===== src/rtl/pwc_timer8.sv =====
module pwc_timer8 (
  input  logic       clk,
  input  logic       rst,
  input  logic       cnt_en,
  input  logic       pin_in,
  input  logic       bus_wr,
  input  logic       bus_rd,
  input  logic       bus_rmw,
  input  logic [1:0] bus_addr,
  input  logic [7:0] bus_wdata,
  output logic [7:0] bus_rdata
);

  localparam logic [3:0] M_IDLE = 4'b0000;
  localparam logic [3:0] M_HIGH = 4'b0001;
  localparam logic [3:0] M_LOW  = 4'b0010;
  localparam logic [3:0] M_PER  = 4'b0011;
  localparam logic [3:0] M_HP   = 4'b1001;

  localparam logic [1:0] A_CTRL = 2'd0;
  localparam logic [1:0] A_STAT = 2'd1;
  localparam logic [1:0] A_DATA = 2'd2;

  logic [3:0] mode_q;
  logic [7:0] cnt_q, data_q;
  logic       full_q, ovf_q, armed_q, hi_done_q;
  logic [2:0] sync_q;

  logic start_ev, cap_hi, cap_end, force_wr;

  wire active  = (mode_q == M_HIGH) || (mode_q == M_LOW) ||
                 (mode_q == M_PER)  || (mode_q == M_HP);
  wire rise    = sync_q[1] & ~sync_q[2];
  wire fall    = ~sync_q[1] & sync_q[2];
  wire wr_ctrl = bus_wr && (bus_addr == A_CTRL);
  wire wr_stat = bus_wr && (bus_addr == A_STAT);
  wire rd_data = bus_rd && (bus_addr == A_DATA);
  wire cap_any = cap_hi | cap_end;
  wire cap_wr  = cap_any & (~full_q | force_wr);
  wire wrap    = active & ~start_ev & cnt_en & (cnt_q == 8'hFF) & ~wr_ctrl;

  always_comb begin
    start_ev = 1'b0;
    cap_hi   = 1'b0;
    cap_end  = 1'b0;
    force_wr = 1'b0;
    case (mode_q)
      M_HIGH: begin start_ev = rise; cap_end = fall & armed_q; end
      M_LOW:  begin start_ev = fall; cap_end = rise & armed_q; end
      M_PER:  begin start_ev = rise; cap_end = rise & armed_q; end
      M_HP: begin
        start_ev = rise;
        cap_hi   = fall & armed_q & ~hi_done_q;
        cap_end  = rise & armed_q & hi_done_q;
        force_wr = cap_hi;
      end
      default: ;
    endcase
  end

  always_ff @(posedge clk) begin
    if (rst) begin
      sync_q    <= '0;
      mode_q    <= M_IDLE;
      cnt_q     <= '0;
      data_q    <= '0;
      full_q    <= 1'b0;
      ovf_q     <= 1'b0;
      armed_q   <= 1'b0;
      hi_done_q <= 1'b0;
    end else begin
      sync_q <= {sync_q[1:0], pin_in};
      if (wrap)
        ovf_q <= 1'b1;
      else if (wr_stat && !bus_wdata[0])
        ovf_q <= 1'b0;
      if (wr_ctrl) begin
        mode_q    <= bus_wdata[3:0];
        cnt_q     <= '0;
        armed_q   <= 1'b0;
        hi_done_q <= 1'b0;
        full_q    <= 1'b0;
      end else begin
        if (!active)
          cnt_q <= '0;
        else if (start_ev)
          cnt_q <= cnt_en ? 8'd1 : 8'd0;
        else if (cnt_en)
          cnt_q <= cnt_q + 8'd1;

        if (!active)
          armed_q <= 1'b0;
        else if (start_ev)
          armed_q <= 1'b1;
        else if (cap_end && (mode_q == M_HIGH || mode_q == M_LOW))
          armed_q <= 1'b0;

        if (start_ev)
          hi_done_q <= 1'b0;
        else if (cap_hi)
          hi_done_q <= 1'b1;

        if (cap_wr)
          data_q <= cnt_q;

        if (!active)
          full_q <= 1'b0;
        else if (cap_wr)
          full_q <= 1'b1;
        else if (rd_data)
          full_q <= 1'b0;
      end
    end
  end

  always_comb begin
    case (bus_addr)
      A_CTRL:  bus_rdata = {4'b0000, mode_q};
      A_STAT:  bus_rdata = {6'b000000, full_q & active, ovf_q | bus_rmw};
      A_DATA:  bus_rdata = data_q;
      default: bus_rdata = 8'h00;
    endcase
  end


  cap_sets_full_chk: assert property (@(posedge clk) disable iff (rst)
    cap_wr && !wr_ctrl |=> full_q);


  rd_clears_full_chk: assert property (@(posedge clk) disable iff (rst)
    rd_data && !cap_wr && !wr_ctrl |=> !full_q);


  blocked_cap_chk: assert property (@(posedge clk) disable iff (rst)
    cap_any && full_q && !force_wr && !wr_ctrl |=> data_q == $past(data_q));


  hp_override_chk: assert property (@(posedge clk) disable iff (rst)
    cap_hi && !wr_ctrl |=> full_q && data_q == $past(cnt_q));


  idle_full_chk: assert property (@(posedge clk) disable iff (rst)
    bus_addr == A_STAT && !active |-> !bus_rdata[1]);


  wrap_ovf_chk: assert property (@(posedge clk) disable iff (rst)
    wrap |=> ovf_q && cnt_q == 8'h00);


  ovf_sticky_chk: assert property (@(posedge clk) disable iff (rst)
    ovf_q && !(wr_stat && !bus_wdata[0]) |=> ovf_q);

endmodule


===== config.mk =====
export PLATFORM = sky130hd
export DESIGN_NAME = pwc_timer8
export DESIGN_NICKNAME = d
export VERILOG_FILES = /design/src/rtl/pwc_timer8.sv
export SDC_FILE = /design/constraint.sdc
export NUM_CORES = 1
export LEC_CHECK = 0
export ABC_AREA = 1
export BUFFER_PORTS_ARGS = -buffer_cell sky130_fd_sc_hd__clkbuf_2
export CAP_MARGIN = 10
export CORE_MARGIN = 1.5
export CORE_UTILIZATION = 25
export DETAILED_ROUTE_END_ITERATION = 7
export HOLD_SLACK_MARGIN = 0.05
export SYNTH_ARGS = -nofsm -noshare
export SYNTH_HDL_FRONTEND = slang
export SYNTH_SLANG_ARGS = --single-unit
export TNS_END_PERCENT = 10

===== constraint.sdc =====
create_clock -name clk -period 1.4 [get_ports clk]
set_input_delay 0.07 -clock clk [delete_from_list [all_inputs] [get_ports clk]]
set_output_delay 0.07 -clock clk [all_outputs]
set_load 0.005 [all_outputs]

==> flow_summary.yaml <==
route:
  wirelength_mm: 3.28
  vias_per_cell: 4.26
  drt_iter0_drc: 74
  drc: 0
  wl_per_cell_um: 10.7
  via_count: 1308
  dr.pass1.iters: 5
  antenna_left: 0
synth:
  synth-async-reset-ratio: 0
  synth_top_area_frac: 0.393
  syn-instance-count: 201
  synth.distinct_cells: 26
  syn_area_per_cell_um2: 6.85
  synth-seq-area-share: 0.393
  yosys-top-cells-area: "dfxtp_1 39%, nand2_1 9.3%, inv_1 8.7%"
  synth-main-ff-cell: "dfxtp_1"
  synth-warning-count: 0
  synthSimpleGateAreaFrac: 0.331
  synth_top_cells_by_count: "34 x nand2_1, 32 x inv_1, 31 x nor2_1, 27 x dfxtp_1, 18 x nand3_1"
  synth_compound_area_frac: 0.127
  synth_top_family_by_area: "simple AND/OR/NAND/NOR gates"
  synth_nets: 219
  synth-xor-area-share: 0.0191
  synthMuxAreaShare: 0
  synth_largest_area_cell: "dfxtp_1"
  synthAdderAreaFrac: 0.00909
  synth_edf_count: 0
  yosysMostFrequentCell: "nand2_1"
  ys_ff_latch: 27
  netlist_area_mm2: 0.00138
layout:
  area_growth_pct: 32.4
  layout.nets: 256
  n_antenna_cell: 0
  multiInputGateArea_um2: 783
  regArea_um2: 554
  final_util: 0.350
  stdcell_area_mm2: 0.00182
  layout-drive-gt1-share: 0.283
  fill_cells: 584
grt:
  overflow: 0
  use_met2: 0.168
  grt_usage: 0.109
  antenna_found_initial: 0
  use_met1: 0.144
  grt_max_degree: 26
  grt_pass1_wl_mm: 5.20
  grt_use_met3: 0.0310
  grt_pass1_vias: 1182
  busiest_layer: "met2"
floorplan:
  io_pins: 25
  start_util: 0.264
  die_y_um: 77.2
  die_area_mm2: 0.00596
  fp.dieW_um: 77.2
  rows: 26
  core_area_mm2: 0.00520
clocking:
  cts.sinks: 27
  clock_latency_ns: 0.28
  clk_pin_slew_ns: 0.10
  cts_made_buffers: 3
  root_buffer: "clkbuf_8"
  cts_max_level: 1
  cts_tree: "done"
  cts_buffer_depth: 2
timing:
  report.final.slew_viol_count: 0
  relSlewSlack: 0.708
  finalSetupViolCount: 0
  timing.final.ws_setup_ns: 0.00148
  rsz0062_at_grt: "yes"
  hold_violations: 0
  finClkSkew_ns: 0.0132
  period_needed_ns: 1.40
  worstMarginPinSlew_ns: 0.437
  timing.final.crit_share: 0.999
  fmax_mhz: 715
critical_path:
  critPathMostFrequentCell: "nand3_2"
  worstSetupEndpointType: "primary output"
  critPathTopFamily: "simple AND/OR/NAND/NOR gates"
  crit_type: "reg -> out"
  worstPathCellList: "inv_2, nand4_1, nand3_2, nand3_2, o211ai_1, buf_2"
  cp-start-kind: "register"
  path_max_fanout: 5
  slowest_delay_ns: 0.35
  cp_slowest_cell: "dfxtp_2"
  path_buf_inv: 2
  cp.required_ns: 1.33
  arrival_ns: 1.33
worst_hold_path:
  hold_class: "in -> reg"
placed_design:
  gp_congestion: 0.813
  io_buffers: 20
  place_hpwl_mm: 2.22
  preCtsSetupSlack_ns: 0.00612
  placed_area_mm2: 0.00156
power:
  finalPower_w: 0.00139
  p_per_area_mw_per_mm2: 764
  ir_worst_vdd_uv: 278
  leakagePower_nw: 0.754
run:
  max-cap-violations: 0
status:
  outcome: "finished clean"
[worst paths after layout]
path         cells after the start           end  slack (ns)         start
min reg2reg                      2     sync_q[1]        0.40     sync_q[0]
max reg2reg                      8         ovf_q       0.001      cnt_q[1]
max                              6  bus_rdata[1]       0.001     mode_q[2]
min                              3     mode_q[2]        0.07  bus_wdata[2]
[where the power goes]
group	switching [W]	internal, W	total (W)
clock network	0.000246	0.000200	0.000446
logic	0.0000931	0.0000633	0.000156
registers	0.0000120	0.000776	0.000788
[layout by cell type, fill, tap and decap left out]
cell	netlist	routed
nand2_1	34	33
inv_1	32	30
nor2_1	31	30
dfxtp_1	27	20
clkbuf_2	0	19
a21oi_1	17	17
nand3_1	18	14
buf_4	1	12
o21ai_0	10	10
nand2_4	2	5
dfxtp_2	0	5
nand4_1	4	4
nand3_2	1	4
inv_2	2	3
nor2_4	0	3
xor2_1	3	3
clkbuf_8	0	3
dlygate4sd3_1	0	3
o211ai_1	2	2
nor3_1	2	2
dfxtp_4	0	2
inv_4	0	1
nand3_4	0	1
nand2_2	3	1
nor2_2	3	1
nand2_8	0	1
or2_1	1	1
o21ai_2	0	1
a31oi_4	0	1
nor3_4	0	1
o21a_1	1	1
ha_4	0	1
clkinv_2	0	1
buf_2	1	1
[worst reg2reg max path, cell delays in order (launching register included)]
cell and delay, ns:
dfxtp_4 0.37, ha_4 0.14, nand2_4 0.05, nor2_4 0.12
nand4_1 0.10, or2_1 0.25, nor2_1 0.11, nand2_1 0.06
a21oi_1 0.13
[per-stage QoR]
stage	setup TNS, ns	hold WS (ns)	cells
after global routing	-0.738	0.118	307
after detailed placement	0	0.266	291
after CTS	-0.0248	0.0624	299
after global placement	0	0.266	291
final	0	0.0659	307
after floorplan	0	0.139	201
[kinds of logic after synthesis]
family,after synthesis
XOR/XNOR,3
buffers and inverters,38
AND/OR/NAND/NOR,100
AO/OA/AOI/OAI,32
adder cells (fa/ha/maj),1
flip-flops,27
[layer usage]
layer / routed length (um) / part of all wire
met1: 1560 / 0.48
met4: 38 / 0.012
met5: 0 / 0
met3: 179 / 0.055
met2: 1510 / 0.46
[flip-flops by register name, summed over array words and instances, names as in the netlist]
name,cells
data_q,8
cnt_q,8
full_q,1
sync_q,3
mode_q,4
ovf_q,1
hi_done_q,1
armed_q,1
[layout make-up]
cell class              instances  share of cell area
multi-input cells             137               0.430
repair buffers                 35               0.121
clock buffers                   3              0.0227
clock inverters                 1             0.00275
inverters                      34              0.0714
flip-flops and latches         27               0.304
well taps                      70              0.0481
[what timing repair did]
item,in CTS,in global routing
buffers inserted,1,7
hold endpoints to repair,4,0
setup endpoints to repair,2,19
cloned,0,1
gates resized for setup,7,25
hold buffers,3,0
pin swaps,3,11
Power figures use the tool's default switching activity.
